**src/rtl/ptw_pkg.sv**
```systemverilog
package ptw_pkg;
  typedef enum logic [1:0] {
    ST_IDLE    = 2'd0,
    ST_READ_L1 = 2'd1,
    ST_READ_L2 = 2'd2,
    ST_DONE    = 2'd3
  } walk_state_e;
endpackage

```
**src/rtl/ptw_va_split.sv**
```systemverilog
module ptw_va_split #(
  parameter int P1_W  = 4,
  parameter int P2_W  = 6,
  parameter int OFF_W = 10,
  localparam int VA_W = P1_W + P2_W + OFF_W
) (
  input  logic [VA_W-1:0]  va_i,
  output logic [P1_W-1:0]  p1_o,
  output logic [P2_W-1:0]  p2_o,
  output logic [OFF_W-1:0] off_o
);
  assign p1_o  = va_i[VA_W-1 -: P1_W];
  assign p2_o  = va_i[OFF_W +: P2_W];
  assign off_o = va_i[OFF_W-1:0];
endmodule

```
**src/rtl/ptw_ctrl.sv**
```systemverilog
module ptw_ctrl
  import ptw_pkg::*;
(
  input  logic        clk_i,
  input  logic        rst_ni,
  input  logic        start_i,
  input  logic        l1_valid_i,
  output walk_state_e state_o,
  output logic        accept_o,
  output logic        l1_fault_o
);
  walk_state_e state_q, state_d;
  logic        l1_fault_q;

  assign accept_o = (state_q == ST_IDLE) && start_i;

  always_comb begin
    state_d = state_q;
    case (state_q)
      ST_IDLE:    if (start_i) state_d = ST_READ_L1;
      ST_READ_L1: state_d = ST_READ_L2;
      ST_READ_L2: state_d = ST_DONE;
      ST_DONE:    state_d = ST_IDLE;
      default:    state_d = ST_IDLE;
    endcase
  end

  always_ff @(posedge clk_i or negedge rst_ni) begin
    if (!rst_ni) begin
      state_q    <= ST_IDLE;
      l1_fault_q <= 1'b0;
    end else begin
      state_q <= state_d;
      if (accept_o)                  l1_fault_q <= 1'b0;
      else if (state_q == ST_READ_L2) l1_fault_q <= !l1_valid_i;
    end
  end

  assign state_o    = state_q;
  assign l1_fault_o = l1_fault_q;
endmodule

```
**src/rtl/ptw_addr_gen.sv**
```systemverilog
module ptw_addr_gen
  import ptw_pkg::*;
#(
  parameter int P1_W   = 4,
  parameter int P2_W   = 6,
  parameter int ADDR_W = 12
) (
  input  walk_state_e       state_i,
  input  logic [ADDR_W-1:0] ptbr_i,
  input  logic [P1_W-1:0]   p1_i,
  input  logic [P2_W-1:0]   p2_i,
  input  logic [ADDR_W-1:0] l2_base_i,
  input  logic              l1_valid_i,
  output logic              req_o,
  output logic [ADDR_W-1:0] addr_o
);
  logic [ADDR_W-1:0] l1_addr, l2_addr;

  // both adders wrap modulo 2^ADDR_W
  assign l1_addr = ptbr_i + ADDR_W'(p1_i);
  assign l2_addr = l2_base_i + ADDR_W'(p2_i);

  always_comb begin
    req_o  = 1'b0;
    addr_o = '0;
    case (state_i)
      ST_READ_L1: begin
        req_o  = 1'b1;
        addr_o = l1_addr;
      end
      ST_READ_L2: begin
        req_o  = l1_valid_i;
        addr_o = l1_valid_i ? l2_addr : '0;
      end
      default: ;
    endcase
  end
endmodule

```
**src/rtl/ptw_result.sv**
```systemverilog
module ptw_result
  import ptw_pkg::*;
#(
  parameter int ENTRY_W = 16,
  parameter int FRAME_W = 6,
  parameter int OFF_W   = 10,
  localparam int PA_W   = FRAME_W + OFF_W
) (
  input  walk_state_e        state_i,
  input  logic               l1_fault_i,
  input  logic [ENTRY_W-1:0] l2_entry_i,
  input  logic [OFF_W-1:0]   off_i,
  output logic               done_o,
  output logic               fault_o,
  output logic               fault_lvl_o,
  output logic [PA_W-1:0]    paddr_o
);
  logic unused_entry;
  assign unused_entry = ^l2_entry_i[ENTRY_W-2:FRAME_W];

  always_comb begin
    done_o      = 1'b0;
    fault_o     = 1'b0;
    fault_lvl_o = 1'b0;
    paddr_o     = '0;
    if (state_i == ST_DONE) begin
      done_o = 1'b1;
      if (l1_fault_i) begin
        fault_o = 1'b1;
      end else if (!l2_entry_i[ENTRY_W-1]) begin
        fault_o     = 1'b1;
        fault_lvl_o = 1'b1;
      end else begin
        paddr_o = {l2_entry_i[FRAME_W-1:0], off_i};
      end
    end
  end
endmodule

```
**src/rtl/pt_walker.sv**
```systemverilog
module pt_walker
  import ptw_pkg::*;
#(
  parameter int P1_W    = 4,
  parameter int P2_W    = 6,
  parameter int OFF_W   = 10,
  parameter int ADDR_W  = 12,
  parameter int ENTRY_W = 16,
  parameter int FRAME_W = 6,
  localparam int VA_W   = P1_W + P2_W + OFF_W,
  localparam int PA_W   = FRAME_W + OFF_W
) (
  input  logic               clk_i,
  input  logic               rst_ni,
  input  logic               start_i,
  input  logic [VA_W-1:0]    vaddr_i,
  input  logic [ADDR_W-1:0]  ptbr_i,
  output logic               busy_o,
  output logic               mem_req_o,
  output logic [ADDR_W-1:0]  mem_addr_o,
  input  logic [ENTRY_W-1:0] mem_rdata_i,
  output logic               done_o,
  output logic               fault_o,
  output logic               fault_lvl_o,
  output logic [PA_W-1:0]    paddr_o
);
  walk_state_e       state;
  logic              accept, l1_fault;
  logic [VA_W-1:0]   va_q;
  logic [ADDR_W-1:0] ptbr_q;
  logic [P1_W-1:0]   p1;
  logic [P2_W-1:0]   p2;
  logic [OFF_W-1:0]  off;
  logic              entry_valid;

  assign entry_valid = mem_rdata_i[ENTRY_W-1];

  always_ff @(posedge clk_i or negedge rst_ni) begin
    if (!rst_ni) begin
      va_q   <= '0;
      ptbr_q <= '0;
    end else if (accept) begin
      va_q   <= vaddr_i;
      ptbr_q <= ptbr_i;
    end
  end

  ptw_ctrl u_ctrl (
    .clk_i      (clk_i),
    .rst_ni     (rst_ni),
    .start_i    (start_i),
    .l1_valid_i (entry_valid),
    .state_o    (state),
    .accept_o   (accept),
    .l1_fault_o (l1_fault)
  );

  ptw_va_split #(.P1_W(P1_W), .P2_W(P2_W), .OFF_W(OFF_W)) u_split (
    .va_i  (va_q),
    .p1_o  (p1),
    .p2_o  (p2),
    .off_o (off)
  );

  ptw_addr_gen #(.P1_W(P1_W), .P2_W(P2_W), .ADDR_W(ADDR_W)) u_agen (
    .state_i    (state),
    .ptbr_i     (ptbr_q),
    .p1_i       (p1),
    .p2_i       (p2),
    .l2_base_i  (mem_rdata_i[ADDR_W-1:0]),
    .l1_valid_i (entry_valid),
    .req_o      (mem_req_o),
    .addr_o     (mem_addr_o)
  );

  ptw_result #(.ENTRY_W(ENTRY_W), .FRAME_W(FRAME_W), .OFF_W(OFF_W)) u_res (
    .state_i     (state),
    .l1_fault_i  (l1_fault),
    .l2_entry_i  (mem_rdata_i),
    .off_i       (off),
    .done_o      (done_o),
    .fault_o     (fault_o),
    .fault_lvl_o (fault_lvl_o),
    .paddr_o     (paddr_o)
  );

  assign busy_o = (state != ST_IDLE);
endmodule

```
**config.mk**
```make
export PLATFORM = sky130hd
export DESIGN_NAME = pt_walker
export DESIGN_NICKNAME = d
export VERILOG_FILES = /design/src/rtl/ptw_pkg.sv /design/src/rtl/ptw_va_split.sv /design/src/rtl/ptw_ctrl.sv /design/src/rtl/ptw_addr_gen.sv /design/src/rtl/ptw_result.sv /design/src/rtl/pt_walker.sv
export SDC_FILE = /design/constraint.sdc
export NUM_CORES = 1
export LEC_CHECK = 0
export ABC_AREA = 1
export BUFFER_PORTS_ARGS = -buffer_cell sky130_fd_sc_hd__buf_4
export CORE_MARGIN = 2
export CORE_UTILIZATION = 35
export CTS_BUF_LIST = sky130_fd_sc_hd__clkbuf_8
export DETAILED_ROUTE_END_ITERATION = 7
export REMOVE_ABC_BUFFERS = 1
export SLEW_MARGIN = 20
export SYNTH_ARGS = -nofsm -noshare
export SYNTH_HDL_FRONTEND = slang
export SYNTH_HIERARCHICAL = 1
export SYNTH_SLANG_ARGS = --single-unit
export TNS_END_PERCENT = 30
```
**constraint.sdc**
```tcl
create_clock -name clk_i -period 4.1 [get_ports clk_i]
set_input_delay 0.615 -clock clk_i [delete_from_list [all_inputs] [get_ports clk_i]]
set_output_delay 0.615 -clock clk_i [all_outputs]
set_load 0.01 [all_outputs]
```
## Word-level counts from Yosys, hierarchy flattened

Cells that the tools add are included.

| operators by class | value |
|---|---|
| muxes and demuxes | 16 |
| reduce and logical (&&, ||, !) cells | 5 |
| add/subtract/negate cells | 2 |
| equal/unequal tests | 4 |

Operator list:

| operator | number |
|---|---|
| $mux 16 | 3 |
| $pmux 12 s2 | 1 |
| $add 12x4->12 | 1 |
| $add 12x6->12 | 1 |
| $mux 12 | 1 |
| $mux 1 | 8 |
| $pmux 2 s4 | 1 |
| $eq 2x2->1 const B | 2 |
| $reduce_bool 2->1 | 2 |
| $eq 2x1->1 const B | 1 |
| $logic_not 2->1 | 1 |
| $mux 2 | 1 |
| $ne 2x2->1 const B | 1 |
| $pmux 1 s2 | 1 |
| $logic_and 1x1->1 | 1 |
| $logic_not 1->1 | 1 |

| word-level totals | value |
|---|---|
| register bits after elaboration | 35 |
| input bits | 51 |
| word-level logic and storage cells | 31 |
| output and inout port bits | 33 |

## Longest topological paths before layout

Gate-level depths: netlist (run 1).

| logic depth | value |
|---|---|
| depth in word-level cells | 3 |
| mapped depth | 11 |

## Modules after synthesis

The synthesis (run 1) kept the hierarchy.

By module, submodules not included:

| module | cells an instance | seq. area each (um^2) | times used | area an instance (um^2) |
|---|---|---|---|---|
| pt_walker | 137 | 800.8 | 1 | 1298.7 |
| ptw_addr_gen | 187 | 0.0 | 1 | 1009.7 |
| ptw_result | 45 | 0.0 | 1 | 227.7 |
| ptw_ctrl | 25 | 75.1 | 1 | 186.4 |
| ptw_va_split | 20 | 0.0 | 1 | 150.1 |

## Worst setup path before layout (run 1)

OpenSTA, ideal clock, no wires.

| path | value |
|---|---|
| path type | input to output |
| start | in mem_rdata_i[0] |
| end | out mem_addr_o[4] |
| path buffers | 0 |
| setup slack | 1.651 ns |
| stages | 7 |
| arrival | 1.834 ns |
| cell sequence | ha_1 > fa_1 > nand3_1 > nand3_1 > a21oi_1 > o21ai_0 > a21oi_1 |

| between the ends | value |
|---|---|
| longest elaborated chain between the ends | 3 |

Ends and longest elaborated chain:

| what | line | text |
|---|---|---|
| start, declared | pt_walker.sv:21 | `input logic [ENTRY_W-1:0] mem_rdata_i,` |
| $add 12x6->12 | ptw_addr_gen.sv:21 | `assign l2_addr = l2_base_i + ADDR_W'(p2_i);` |
| $mux 12 | ptw_addr_gen.sv:33 | `addr_o = l1_valid_i ? l2_addr : '0;` |
| $pmux 12 s2 | ptw_addr_gen.sv:26 | `case (state_i)` |
| end, declared | pt_walker.sv:20 | `output logic [ADDR_W-1:0] mem_addr_o,` |

No other way between the ends.

## Final worst setup path (run 1)

| path | value |
|---|---|
| start | reg u_ctrl.state_q[0], in the netlist u_ctrl/state_o[0] |
| end | out mem_addr_o[3] |

| between the ends | value |
|---|---|
| longest elaborated chain between the ends | 2 |

Ends and longest elaborated chain:

| what | line | text |
|---|---|---|
| start, declared | ptw_ctrl.sv:12 | `walk_state_e state_q, state_d;` |
| start signal, assigned | ptw_ctrl.sv:33 | `state_q <= state_d;` |
| $eq 2x2->1 / $eq 2x1->1 (equally long branches) | ptw_addr_gen.sv:26 |  |
| $pmux 12 s2 * | ptw_addr_gen.sv:26 |  |

Mark *: on every way between the ends. The rest lies on a longest branch, timed or not.

==> metrics.md, run 1 <==
| Metric | Value |
|---|---|
| Status | `finished clean` |
| Netlist cell types | `30` |
| Die height | `approximately 95 µm` |
| Leakage power | `approximately 1.8 nW` |
| Antenna Cells | `0` |
| Peak supply drop | `approximately 0.21 mV` |
| Routed via count | `2703` |
| Mapped cell area | `around 2900 µm²` |
| Drt total wl | `7080 µm` |
| Area fraction of the dominant cell type after synthesis | `0.305` |
| Worst r2r src | `u_ctrl/state_o[0]` |
| Highest-delay cell along the critical path | `dfrtp_1` |
| Top_reg_cell synth | `dfrtp_1` |
| Overall Power | `around 0.0021 W` |
| Reg2reg path depth | `7` |
| Routed vias/inst | `4.72` |
| Commonest cells in the netlist | `nand2_1, nand3_1, dfrtp_1, inv_1, nor2_1` |
| I/O Pins | `between 80 and 90` |
| RSZ-0062 raised after global routing | `false` |
| Cell breakdown of the critical path | `inv_1 > ha_1 > nand2_1 > clkinv_1 > o21ai_0 > a21o_1 > a21oi_1 > buf_4` |
| Kind of critical path | `reg2out` |
| FILL cells | `902` |
| Startpoint types | `flip-flop` |
| Post-CTS setup buffer count | `0` |
| CP required | `roughly 3.5 ns` |
| Worst Setup SP | `u_ctrl/state_o[0]` |
| WP buf/inv | `3` |
| Final period util | `0.733` |
| Delay-heaviest family, CP | `flip-flops` |
| Final min period | `3.01 ns` |
| Routed len/inst | `~12 µm` |
| Pwr Density | `around 630 nW/µm²` |
| Crit path largest cell delay | `0.82 ns` |
| Initial Util | `0.355` |
| Clock buffer depth | `2` |
| R2R setup slack | `between 1.5 and 2 ns` |
| Post-synthesis average cell area | `between 6 and 7 µm²` |
| Worst Max-Slew Pin Slew | `roughly 0.73 ns` |
| Tot GR Track Use | `0.165` |
| Sequential area share after synthesis | `0.305` |
| Clock root cell | `clkbuf_8` |
| Post_cts resized | `0` |
| Ranking of synthesized cells by area | `dfrtp_1, nand2_1, nand3_1, ha_1, buf_4` |
| Largest area contributor in the netlist | `dfrtp_1` |
| Final Hold Fails | `0` |
| Critical Path Sink Type | `output pin` |
| Row count | `33` |
| GP Congestion | `0.853` |
| Core area | `roughly 8100 µm²` |
| Setup violations, final | `0` |
| Layout cell share with drive strength beyond 1 | `0.246` |
| Hpwl dp | `around 5400 µm` |
| CTS Sinks | `35` |
| Skew final | `0.00530 ns` |
| Normalized max-slew margin | `0.511` |
| Clock-pin slew on the worst setup and hold paths | `0.07 ns` |
| Gr ovfl total | `0` |
| Number of global-route vias before repair | `around 2600` |
| Reg2Reg Capture Point | `va_q[18]` |
| CP arrival | `approximately 2.4 ns` |
| Skew-Pair Late Insertion Delay | `0.29 ns` |
| Hold_buf cts | `0` |
| Maximum Capacitance Violations | `0` |
| Max Slew Vio Count | `0` |
| Worst Hold Class | `in2async` |
| Die W | `roughly 95 µm` |
| DRC viols | `0` |
| Number of synthesized flops with an enable pin | `0` |
| Synth Instances | `~410` |
| Highest fanout seen on the critical path | `22` |
| Setup TNS | `0 ns` |
| ANT nets after route | `0` |
| Final core occ | `0.419` |
| Largest net degree at the start of global routing | `36` |
| Initial DRC Count | `145` |
| Cts bufs inserted | `5` |
| TritonCTS clock tree | `built` |
| PortBufs | `80` |
| Initial antenna violation count | `0` |
| Fmax | `0.333 GHz` |
| Pre-antenna DRT Iters | `5` |
| Register bit count reported by yosys | `35` |
| Count leader, synth | `nand2_1` |
| First-pass GRT wire length | `11800 µm` |
| Die area | `approximately 9000 µm²` |
| Synthesis-to-layout area growth | `17.9%` |
| Final net count | `approximately 540` |
| Synth Warn # | `6` |
| H-tree depth | `2` |
| Async SR Flop Fraction | `1.00` |
==> power breakdown <==
| part | switching, W | internal, W | total [W] |
|---|---|---|---|
| Clock | 0.000132 | 0.000116 | 0.000248 |
| Combinational | 0.000699 | 0.000469 | 0.00117 |
| Sequential | 0.000193 | 0.000509 | 0.000702 |
| Total | 0.00102 | 0.00109 | 0.00212 |
==> registers in the layout, indices dropped and copies added (netlist names) <==
| name | flops |
|---|---|
| va_q | 20 |
| ptbr_q | 12 |
| u_ctrl/state_o | 2 |
| u_ctrl/l1_fault_o | 1 |
==> per-stage QoR <==
stage	cell area (µm²)	worst slack, ns	cells	hold slack [ns]
after floorplan	2560	1.65	379	0.319
after global placement	3300	1.29	565	0.455
after detailed placement	3300	1.26	565	0.463
after CTS	3390	1.10	573	0.290
after global routing	3390	0.863	573	0.310
final	3390	1.09	573	0.274
==> cell usage in the layout, fill, tap and decap left out <==
master / count
o21ai_1: 1
clkinv_1: 1
nor3_2: 1
clkinv_2: 1
a21oi_1: 20
inv_1: 31
buf_4: 81
nor2_1: 26
nand2_2: 13
nand2_1: 153
ha_1: 15
fa_1: 2
nand3b_1: 5
o211ai_1: 1
or2_2: 1
inv_2: 1
nor2_2: 4
nand4_1: 2
dfrtp_1: 35
o21bai_1: 2
nand3_1: 51
clkinvlp_4: 1
a21o_1: 1
clkbuf_8: 5
a21oi_2: 2
nand3_2: 4
inv_8: 1
o21ai_0: 7
==> metal layers <==
metal / track usage / share of wire / vias up
li1: - / - / 1401
met3: 0.0239 / 0.044 / 4
met1: 0.224 / 0.47 / 1236
met4: 0.0471 / 0.0076 / 0
met5: 0 / 0 / -
met2: 0.276 / 0.48 / 62
==> kinds of logic after synthesis <==
kind of cell / Yosys count / synth area share
adders and majority gates: 17 / 0.0793
DFF: 35 / 0.305
and+or+nand+nor: 260 / 0.397
AOI/OAI and AO/OA: 34 / 0.0653
buffers and inverters: 68 / 0.154
==> how the worst max path moves through the flow <==
stage,endpoint,depth (start not counted)
2_1_floorplan,mem_addr_o[4],7
3_3_place_gp,mem_addr_o[4],9
3_5_place_dp,mem_addr_o[4],9
4_1_cts,mem_addr_o[3],8
5_1_grt,mem_addr_o[3],8
6_report,mem_addr_o[3],8
==> area by class of cell <==
type / instances / area, µm² / area share
clock inverters: 3 / 16.3 / 0.00480
clock buffers: 5 / 68.8 / 0.0203
multi-input cells: 311 / 1560 / 0.459
well taps: 105 / 131 / 0.0388
flip-flops and latches: 35 / 876 / 0.259
repair buffers: 81 / 608 / 0.180
inverters: 33 / 131 / 0.0388
Power figures use the tool's default switching activity.
==> inputs of run 2 (changes only) <==
==> constraint.sdc (replaced) <==
create_clock -name clk_i -period 2.8 [get_ports clk_i]
set_input_delay 0.42 -clock clk_i [delete_from_list [all_inputs] [get_ports clk_i]]
set_output_delay 0.42 -clock clk_i [all_outputs]
set_load 0.01 [all_outputs]
==> metrics.md, run 2 (synthesis gave the netlist of run 1 again) <==
| Metric | Value |
|---|---|
| DRC viols | `0` |
| I/O Pins | `84` |
| H-tree depth | `2` |
| Most common cell after layout, fill and taps aside | `nand2_1` |
| Cts bufs inserted | `5` |
| Routed via count | `roughly 2700` |
| Pwr Density | `approximately 910 nW/µm²` |
| First-pass GRT wire length | `between 10000 and 15000 µm` |
| Highest fanout seen on the critical path | `6` |
| Largest register FFs | `20` |
| Highest routed layer | `met4` |
| Part of the power in registers | `0.306` |
| Post-placement cell area | `3320 µm²` |
| Row count | `33` |
| Hold_buf cts | `0` |
| Skew final | `approximately 0.0094 ns` |
| Final Cell Area | `3400 µm²` |
| Synthesis-to-layout area growth | `18.4%` |
| Core area | `roughly 8100 µm²` |
| Overall Power | `0.00311 W` |
| CTS Sinks | `35` |
| Reg2reg path depth | `8` |
| Final net count | `roughly 540` |
| Layout cell share with drive strength beyond 1 | `0.249` |
| Max Slew Vio Count | `0` |
| Routed len/inst | `11.9 µm` |
| Net Sw Frac | `0.479` |
| Most frequent cells in the layout | `nand2_1, buf_4, nand3_1, dfrtp_1, inv_1` |
| TritonCTS clock tree | `built` |
| Tot GR Track Use | `0.159` |
| Drt total wl | `6820 µm` |
| Worst Max-Slew Pin Slew | `around 0.46 ns` |
| GP Congestion | `between 0.8 and 0.9` |
| Clock power share | `0.112` |
| Critical Path Sink Type | `output pin` |
| Normalized max-slew margin | `0.692` |
| R2R setup slack | `between 0.7 and 0.8 ns` |
| Clock-pin slew on the worst setup and hold paths | `around 0.070 ns` |
| Clock root cell | `clkbuf_8` |
| Die area | `a little under 9000 µm²` |
| Number of global-route vias before repair | `around 2500` |
| Initial DRC Count | `about 140` |
| Initial Util | `0.355` |
| Final min period | `2.59 ns` |
| Metal3 WL | `approximately 280 µm` |
| Largest net degree at the start of global routing | `36` |
| Fmax | `0.387 GHz` |
| Gate power share | `0.582` |
| FILL cells | `897` |
| Met2 wire len | `3230 µm` |
| Kind of critical path | `reg2out` |
| Final Hold Fails | `0` |
| Hpwl dp | `between 5000 and 6000 µm` |
| Initial antenna violation count | `0` |
| Die height | `around 95 µm` |
| Setup violations, final | `0` |
| Peak supply drop | `about 0.34 mV` |
| Antenna Cells | `0` |
| RSZ-0062 raised after global routing | `false` |
| PortBufs | `80` |
| Skew-Pair Late Insertion Delay | `around 0.29 ns` |
| Startpoint types | `flip-flop` |
| CP arrival | `2.17 ns` |
| Top reg by flops | `va_q` |
| Setup TNS | `0 ns` |
| Leakage power | `1.84 nW` |
| Final period util | `0.924` |
| Internal | `between 0.0015 and 0.002 W` |
| Switch Pwr | `~0.0015 W` |
| Gr ovfl total | `0` |
| Routed vias/inst | `between 4 and 5` |
| Clock buffer depth | `2` |
| Maximum Capacitance Violations | `0` |
| Pre-antenna DRT Iters | `4` |
| Worst r2r src | `u_ctrl/state_o[0]` |
| Reg2Reg Capture Point | `ptbr_q[2]` |
| WL met1 | `3230 µm` |
| Status | `finished clean` |
| ANT nets after route | `0` |
| Worst Hold Class | `in2async` |
| Die W | `between 90 and 100 µm` |
| CP required | `~2.4 ns` |
## run 2: cell count changes in the layout (fill, tap and decap cells not counted)
cell and delta:
buf_4 +2, a21oi_1 -1, a21oi_2 +1, clkinvlp_4 -1
inv_1 +1
## run 2: worst max-delay path, stage by stage (launching register included)
cell and delay (ns):
dfrtp_1 0.40, ha_1 0.26, fa_1 0.41, nand3_1 0.11, nand2_2 0.11, a21oi_1 0.14
o21ai_0 0.09, a21oi_1 0.21, buf_4 0.16
## run 2: power by group through the flow
| stage | combinational, W | sequential (W) | clock [W] |
|---|---|---|---|
| after floorplan | 0.00118 | 0.000952 | 0 |
| after global placement | 0.00177 | 0.000958 | 0 |
| after detailed placement | 0.00181 | 0.000961 | 0 |
| after CTS | 0.00182 | 0.000955 | 0.000358 |
| after global routing | 0.00207 | 0.000990 | 0.000374 |
| final | 0.00181 | 0.000951 | 0.000347 |
## run 2: worst max path at each step
stage | from | endpoint | cells past startpoint
2_1_floorplan | ptbr_q[0] | mem_addr_o[8] | 8
4_1_cts | ptbr_q[0] | mem_addr_o[8] | 9
6_report | ptbr_q[0] | mem_addr_o[4] | 8
5_1_grt | ptbr_q[0] | mem_addr_o[4] | 8
3_5_place_dp | mem_rdata_i[0] | mem_addr_o[4] | 9
3_3_place_gp | mem_rdata_i[0] | mem_addr_o[4] | 9
## run 2: stage by stage
step                instances  utilization  setup WS, ns  hold WS, ns
detailed placement        567        0.410         0.352        0.400
floorplan                 379            -         0.724        0.124
global placement          567        0.410         0.378        0.400
finish                    575        0.420         0.214       0.0740
global route              575        0.420        0.0462        0.111
CTS                       575        0.420         0.180       0.0960
## run 2: cell type report
class / instances / area, µm² / area share
clock buffers: 5 / 68.8 / 0.0202
clock inverters: 3 / 12.5 / 0.00368
inverters: 33 / 131 / 0.0386
multi-input cells: 311 / 1560 / 0.458
flip-flops and latches: 35 / 876 / 0.257
well taps: 105 / 131 / 0.0386
repair buffers: 83 / 623 / 0.183
## run 2: per-layer routing
layer	track usage	up-vias
li1	-	1407
met1	0.219	1266
met2	0.261	53
met3	0.0215	4
met4	0.0459	0
met5	0	-
## run 2: timing repair
action,in CTS,in global routing
gates resized for setup,0,1
buffers inserted,0,0
endpoints found under the setup margin,0,1
